**src/rtl/cmpflag_pkg.sv**
```systemverilog
package cmpflag_pkg;

   // operation codes seen on op_i
   localparam logic [1:0] OP_ADD = 2'd0;
   localparam logic [1:0] OP_SUB = 2'd1;

   // number of flag bits in the packed word
   localparam int FLAG_N = 7;

   // packed layout, bit 0 (zero) is the last member
   typedef struct packed {
      logic above;
      logic gt;
      logic ge;
      logic sign;
      logic ovf;
      logic carry;
      logic zero;
   } cmp_flags_t;

endpackage

```
**src/rtl/cmpflag_size_dec.sv**
```systemverilog
module cmpflag_size_dec #(
   parameter int SIZE_W    = 2,
   parameter int NUM_LANES = 3,
   localparam int LIDX_W   = (NUM_LANES > 1) ? $clog2(NUM_LANES) : 1
) (
   input  logic [SIZE_W-1:0] size_i,
   output logic [LIDX_W-1:0] lane_o
);

   generate
      if (NUM_LANES > (1 << SIZE_W)) begin : g_bad_cfg
         $error("cmpflag_size_dec: size code cannot address every lane");
      end
   endgenerate

   // codes past the widest lane fold onto it
   always_comb begin
      if (int'(size_i) >= NUM_LANES)
         lane_o = LIDX_W'(NUM_LANES - 1);
      else
         lane_o = LIDX_W'(size_i);
   end

endmodule

```
**src/rtl/cmpflag_lane.sv**
```systemverilog
module cmpflag_lane
   import cmpflag_pkg::*;
#(
   parameter int W = 8
) (
   input  logic [W-1:0] a_i,
   input  logic [W-1:0] b_i,
   input  logic [W-1:0] r_i,
   input  logic [1:0]   op_i,
   output logic         zero_o,
   output logic         sign_o,
   output logic         ovf_o,
   output logic         carry_o
);

   logic [W:0] sum_ext;
   logic [W:0] dif_ext;

   // one bit wider so the carry or borrow lands in bit W
   assign sum_ext = {1'b0, a_i} + {1'b0, b_i};
   assign dif_ext = {1'b0, a_i} - {1'b0, b_i};

   assign zero_o = (r_i == '0);
   assign sign_o = r_i[W-1];
   assign ovf_o  = (r_i[W-1] ^ a_i[W-1]) & (a_i[W-1] ^ b_i[W-1]);

   always_comb begin
      case (op_i)
         OP_ADD:  carry_o = sum_ext[W];
         OP_SUB:  carry_o = dif_ext[W];
         default: carry_o = 1'b0;
      endcase
   end

endmodule

```
**src/rtl/cmpflag_pack.sv**
```systemverilog
module cmpflag_pack
   import cmpflag_pkg::*;
#(
   parameter int DATA_W = 32
) (
   input  logic              zero_i,
   input  logic              sign_i,
   input  logic              ovf_i,
   input  logic              carry_i,
   output logic [DATA_W-1:0] word_o
);

   generate
      if (DATA_W < FLAG_N) begin : g_bad_width
         $error("cmpflag_pack: word too narrow for the flag set");
      end
   endgenerate

   cmp_flags_t fl;

   always_comb begin
      fl.zero  = zero_i;
      fl.carry = carry_i;
      fl.ovf   = ovf_i;
      fl.sign  = sign_i;
      fl.ge    = (sign_i == ovf_i);
      fl.gt    = (sign_i == ovf_i) & ~zero_i;
      fl.above = ~carry_i & ~zero_i;
   end

   assign word_o = {{(DATA_W-FLAG_N){1'b0}}, fl};

   always_comb begin

      above_nonzero_chk: assert (!(word_o[6] && word_o[0]))
         else $error("above set with zero set");

      gt_implies_ge_chk: assert (!word_o[5] || word_o[4])
         else $error("greater set without greater-or-equal");

      gt_nonzero_chk: assert (!(word_o[5] && word_o[0]))
         else $error("greater set with zero set");
   end

endmodule

```
**src/rtl/cmpflag_gen.sv**
```systemverilog
module cmpflag_gen
   import cmpflag_pkg::*;
#(
   parameter int LANE0_W   = 8,
   parameter int NUM_LANES = 3,
   parameter int SIZE_W    = 2,
   localparam int DATA_W   = LANE0_W << (NUM_LANES - 1),
   localparam int LIDX_W   = (NUM_LANES > 1) ? $clog2(NUM_LANES) : 1
) (
   input  logic [DATA_W-1:0] opa_i,
   input  logic [DATA_W-1:0] opb_i,
   input  logic [DATA_W-1:0] alu_res_i,
   input  logic [1:0]        op_i,
   input  logic [SIZE_W-1:0] size_i,
   output logic [DATA_W-1:0] flags_o
);

   generate
      if (LANE0_W < 2) begin : g_bad_lane
         $error("cmpflag_gen: narrowest lane needs at least two bits");
      end
      if (NUM_LANES < 1) begin : g_bad_lanes
         $error("cmpflag_gen: at least one lane required");
      end
   endgenerate

   logic [LIDX_W-1:0]    lane_sel;
   logic [NUM_LANES-1:0] l_zero, l_sign, l_ovf, l_carry;
   logic                 s_zero, s_sign, s_ovf, s_carry;

   cmpflag_size_dec #(.SIZE_W(SIZE_W), .NUM_LANES(NUM_LANES)) u_dec (
      .size_i (size_i),
      .lane_o (lane_sel)
   );

   // one flag slice per supported width
   generate
      for (genvar k = 0; k < NUM_LANES; k++) begin : g_lane
         localparam int LW = LANE0_W << k;
         cmpflag_lane #(.W(LW)) u_lane (
            .a_i     (opa_i[LW-1:0]),
            .b_i     (opb_i[LW-1:0]),
            .r_i     (alu_res_i[LW-1:0]),
            .op_i    (op_i),
            .zero_o  (l_zero[k]),
            .sign_o  (l_sign[k]),
            .ovf_o   (l_ovf[k]),
            .carry_o (l_carry[k])
         );
      end
   endgenerate

   always_comb begin
      s_zero  = l_zero[lane_sel];
      s_sign  = l_sign[lane_sel];
      s_ovf   = l_ovf[lane_sel];
      s_carry = l_carry[lane_sel];
   end

   cmpflag_pack #(.DATA_W(DATA_W)) u_pack (
      .zero_i  (s_zero),
      .sign_i  (s_sign),
      .ovf_i   (s_ovf),
      .carry_i (s_carry),
      .word_o  (flags_o)
   );

   always_comb begin

      other_op_no_carry_chk: assert (op_i == OP_ADD || op_i == OP_SUB || !flags_o[1])
         else $error("carry set for a non-arithmetic op");

      zero_no_sign_chk: assert (!(flags_o[0] && flags_o[3]))
         else $error("zero and sign both set");

      upper_clear_chk: assert (flags_o[DATA_W-1:FLAG_N] == '0)
         else $error("bits above the flag set are not zero");

      fold_lane_chk: assert (int'(size_i) < NUM_LANES || int'(lane_sel) == NUM_LANES - 1)
         else $error("oversized size code not folded onto widest lane");
   end

endmodule

```
**config.mk**
```make
export PLATFORM = sky130hd
export DESIGN_NAME = cmpflag_gen
export DESIGN_NICKNAME = d
export VERILOG_FILES = /design/src/rtl/cmpflag_pkg.sv /design/src/rtl/cmpflag_size_dec.sv /design/src/rtl/cmpflag_lane.sv /design/src/rtl/cmpflag_pack.sv /design/src/rtl/cmpflag_gen.sv
export SDC_FILE = /design/constraint.sdc
export NUM_CORES = 1
export LEC_CHECK = 0
export BUFFER_PORTS_ARGS = -buffer_cell sky130_fd_sc_hd__clkbuf_2
export CAP_MARGIN = 20
export CORE_UTILIZATION = 35
export DETAILED_ROUTE_END_ITERATION = 8
export MAX_ROUTING_LAYER = met4
export PLACE_DENSITY = 0.6
export REMOVE_ABC_BUFFERS = 1
export SYNTH_ARGS = -nofsm -noshare
export SYNTH_HDL_FRONTEND = slang
export SYNTH_HIERARCHICAL = 1
export SYNTH_SLANG_ARGS = --single-unit
```
**constraint.sdc**
```tcl
create_clock -name vclk -period 3.9
set_input_delay 0.195 -clock vclk [all_inputs]
set_output_delay 0.195 -clock vclk [all_outputs]
set_load 0.01 [all_outputs]
```
Word-level counts from Yosys, hierarchy flattened
Cells that the tools add are included.
Word-level totals
  output and inout port bits: 32
  register bits after elaboration: 0
Cells by class
  eq/ne operators: 2
  order comparisons: 2
  add/sub/neg operators: 6
  multiplexer cells: 12
  bitwise gates (word level): 13
  reduce and logical (&&, ||, !) cells: 4
Operators with widths (number)
  32-bit by 32-bit adder with 33-bit output: 1
  32-bit by 32-bit subtractor with 33-bit output: 1
  32-bit zero test: 1
  16-bit by 16-bit adder with 17-bit output: 1
  16-bit by 16-bit subtractor with 17-bit output: 1
  16-bit zero test: 1
  8-bit by 8-bit adder with 9-bit output: 1
  8-bit by 8-bit subtractor with 9-bit output: 1
  1-bit binary-select mux with 2-bit select: 4
  8-bit zero test: 1
  1-bit one-hot mux with 2 select lines: 3
  1-bit XOR: 6
  1-bit AND: 5
  1-bit two-way mux: 4
  2-bit by 3-bit less-than comparator with 1-bit output (second input constant): 1
  2-bit by 1-bit equality test with 1-bit output (second input constant): 1
  2-bit >= comparator (second input constant): 1
  2-bit zero test: 1
  2-bit two-way mux: 1
  1-bit inverter: 2
  1-bit equality test: 1

Depth between registers and ports, before layout
  depth after elaboration: 6
  mapped depth: 17
  mapped depth without buffers: 17

Cells and area by module
Netlist, hierarchy kept.
Modules (own cells, without submodules)
  cmpflag_lane at g_lane[2].u_lane: area each 1446.4 um2, cells each 195, times used 1
  cmpflag_lane at g_lane[1].u_lane: area each 745.7 um2, cells each 95, times used 1
  cmpflag_lane at g_lane[0].u_lane: area each 374.1 um2, cells each 53, times used 1
  cmpflag_pack: area each 242.7 um2, cells each 33, times used 1
  cmpflag_gen: area each 100.1 um2, cells each 10, times used 1
  cmpflag_size_dec: area each 10.0 um2, cells each 2, times used 1

Least setup slack after synthesis
Ideal clock, no wire load.
  path kind: in2out
  start: input port opb_i[0]
  end: output port flags_o[6]
  data required time: 3705 ps
  path buffers: 0
  setup slack: 209 ps
  stages: 17
  arrival time: 3496 ps
  path through: inv_1 -> ha_1 -> nor3b_1 -> nand4_1 -> or2_1 -> o41ai_1 -> xor2_1 -> ha_1 -> and3_1 -> and3_1 -> a221o_1 -> nor2_1 -> nand3_1 -> mux2_4 -> mux2i_1 -> o2bb2ai_1 -> nor2_1
Between the ends
  longest elaborated chain between the ends: 6
Ends and longest elaborated chain
  start: declaration: line cmpflag_gen.sv:11  | input logic [DATA_W-1:0] opb_i,
  32-bit by 32-bit subtractor with 33-bit output or 32-bit by 32-bit adder with 33-bit output (tied branches): line cmpflag_lane.sv:21, cmpflag_lane.sv:20
  1-bit one-hot mux with 2 select lines *: line cmpflag_lane.sv:28  | case (op_i)
  net l_carry[2]: line cmpflag_gen.sv:28  | logic [NUM_LANES-1:0] l_zero, l_sign, l_ovf, l_carry;
  1-bit binary-select mux with 2-bit select *: line cmpflag_gen.sv:57  | s_carry = l_carry[lane_sel];
  1-bit two-way mux (not written as such) *: line cmpflag_gen.sv:57
  net s_carry: line cmpflag_gen.sv:29  | logic s_zero, s_sign, s_ovf, s_carry;
  1-bit inverter *: line cmpflag_pack.sv:28  | fl.above = ~carry_i & ~zero_i;
  1-bit AND *: line cmpflag_pack.sv:28
  end: declaration: line cmpflag_gen.sv:15  | output logic [DATA_W-1:0] flags_o
Mark *: on every way through the listed nets, which the timed path passes. The rest lies on a longest branch. The select of a mux whose other input is x is not followed.

Worst setup path after layout
  start: input port opb_i[27]
  end: output port flags_o[6]
Between the ends
  longest elaborated chain between the ends: 6
Ends and longest elaborated chain (line)
  32-bit by 32-bit subtractor with 33-bit output or 32-bit by 32-bit adder with 33-bit output (tied branches): cmpflag_lane.sv:21, cmpflag_lane.sv:20
  1-bit one-hot mux with 2 select lines *: cmpflag_lane.sv:28
  net l_carry[2]: cmpflag_gen.sv:28
  1-bit binary-select mux with 2-bit select *: cmpflag_gen.sv:57
  1-bit two-way mux (not written as such) *: cmpflag_gen.sv:57
  1-bit inverter *: cmpflag_pack.sv:28
  1-bit AND *: cmpflag_pack.sv:28
Marks and branches as above.

==> impl_metrics.yaml <==
grt:
  grt_usage: 0.1963
  grt_pass1_wl_mm: 13.90
  antenna_found_initial: 0
  grt_max_degree: 24
  overflow: 0
  grt_pass1_vias: 3059
critical_path:
  critical_path_class: "input pin to output port"
  crit_required_ns: 3.70
  worstPathMaxFanout: 4
  crit_arrival_ns: 3.56
  crit_path_end_kind: "output port"
  worstSetupStartpointType: "input pin"
placement:
  place_congestion: 0.8531
  hpwl_mm: 7.430
  pre_cts_slack_ns: -0.1036
  numPlacedInstances: 619
  place.port_buffers: 107
  place_area_um2: 3672
synth:
  syn_area_um2: 2919
  synthCells: 388
  synthDistinctLibCells: 50
  avgSynthCellArea_um2: 7.523
  synth.yosys.seq_area_share: 0
  yosys_warnings: 6
finish:
  clockBufferCount: 0
  final_cell_area_um2: 3875
  fin_nets: 676
  nFillCells: 808
  fin_util: 0.4913
  nFlopsAndLatches: 0
  regArea_um2: 0
  final_cells: 620
  syn2layout_area_growth_pct: 32.75
  drive_gt1_frac: 0.3456
  n_antenna_cell: 0
drt:
  routed_wl_mm: 8.602
  antenna_left: 0
  wl_per_cell_um: 13.87
  drtIter0Drc: 97
  drcViolationCount: 0
  vias: 3284
  firstDrtPassIters: 4
  drt-vias-per-instance: 5.297
run_status:
  status: "finished clean"
pwr:
  irDropWorstVdd_mv: 0.04644
  power.density_nw_per_um2: 114.3
  p_leak_nw: 1.897
  p_total_mw: 0.4429
job:
  cap_violations: 0
timing:
  grt_setup_unrepaired: "true"
  worst_pin_slew_ns: 0.6245
  relSlewSlack: 0.5822
  layout_setup_ws_ns: 0.1460
  slew_viol_final: 0
  timing.fmax_mhz: 266.4
  period_needed_ns: 3.754
  hold_viol_final: 0
  fin_crit_sh: 0.9626
  timing.hold.ws_ns: 0.8397
  tns_ns: 0
  setup_viol_count_final: 0
floorplanning:
  initial_core_util: 0.3701
  fp.dieW_um: 93.33
  fp.dieArea_um2: 8710
  die_y_um: 93.33
  core_um2: 7888
  rows: 32
  io_pins: 132
cts:
  ctsHoldBuffers: 0
hold_path:
  hold_path.class: "input pin to output port"
  worstHoldPathCells: 3
  worstHoldStart: "alu_res_i[15]"
  holdPathEnd: "flags_o[3]"
==> cell type report <==
cell class,count,area (um^2),share of cell area
well taps,102,127.6,0.03293
repair buffers,144,837.1,0.2160
inverters,15,61.31,0.01582
multi-input cells,359,2849,0.7352
==> cell usage in the layout (no fill, tap or decap), drive strengths merged, types with 15 or more instances in the layout <==
cell type	count
conb	25
xor2	29
clkbuf	104
o21ai	21
nand2	18
nor2	26
xnor2	22
buf	40
inv	15
a21oi	26
nor4	18
ha	56
==> Yosys cell counts, types with 8 or more instances <==
master	number	share of area
ha_1	56	0.24
buf_4	32	0.082
xor2_1	29	0.087
a21oi_1	26	0.045
nor2_1	26	0.033
xnor2_1	22	0.066
o21ai_0	20	0.034
nand2_1	18	0.023
inv_1	15	0.019
nor4_1	15	0.032
o31ai_1	10	0.026
nand2b_1	9	0.019
nor3_1	9	0.015
and4_1	8	0.024
==> worst max-delay path, stage by stage <==
cell and delay, ns:
clkbuf_2 0.11, or4_4 0.59, or4_4 0.46, o21ai_2 0.15, xor2_1 0.15, ha_1 0.26, and3_4 0.20, and3_4 0.16
a221o_1 0.29, nor2_1 0.09, nand3_1 0.10, mux2_4 0.33, mux2i_2 0.16, o2bb2ai_2 0.08, nor2_1 0.10, buf_2 0.13
==> report_power, final <==
part | switching (mW) | internal [mW]
Clock | 0 | 0
Sequential | 0 | 0
Combinational | 0.237 | 0.206
Total | 0.237 | 0.206
==> kinds of logic after synthesis <==
family | synth area share
AOI/OAI and AO/OA | 0.2040
xor gates and xnor gates | 0.1530
and+or+nand+nor | 0.2529
adders and majority gates | 0.2400
buffers and inverters | 0.1119
other | 0.001285
muxes | 0.03686
==> worst max path at each step <==
stage,startpoint,end,slack (ns),cells past startpoint
2_1_floorplan,opb_i[0],flags_o[6],0.15,17
3_3_place_gp,opb_i[0],flags_o[6],-0.05,20
3_5_place_dp,opb_i[0],flags_o[6],-0.10,20
4_1_cts,opb_i[0],flags_o[6],0.03,20
5_1_grt,opb_i[16],flags_o[6],-0.08,19
6_report,opb_i[27],flags_o[6],0.15,16
==> routing by layer <==
layer  track usage  routed length (um)  up-vias
met5             -                   0        -
met4      0.006410                  24        0
met3      0.006504                 440        4
met2        0.3536                4303      100
met1        0.2573                3832     1514
li1              -                   -     1666
==> repair_timing <==
| item | in CTS | in global routing |
|---|---|---|
| setup buffers | 0 | 1 |
| pin swaps | 0 | 14 |
| resized for setup | 4 | 41 |
| endpoints found under the setup margin | 2 | 2 |
Power figures use the tool's default switching activity.
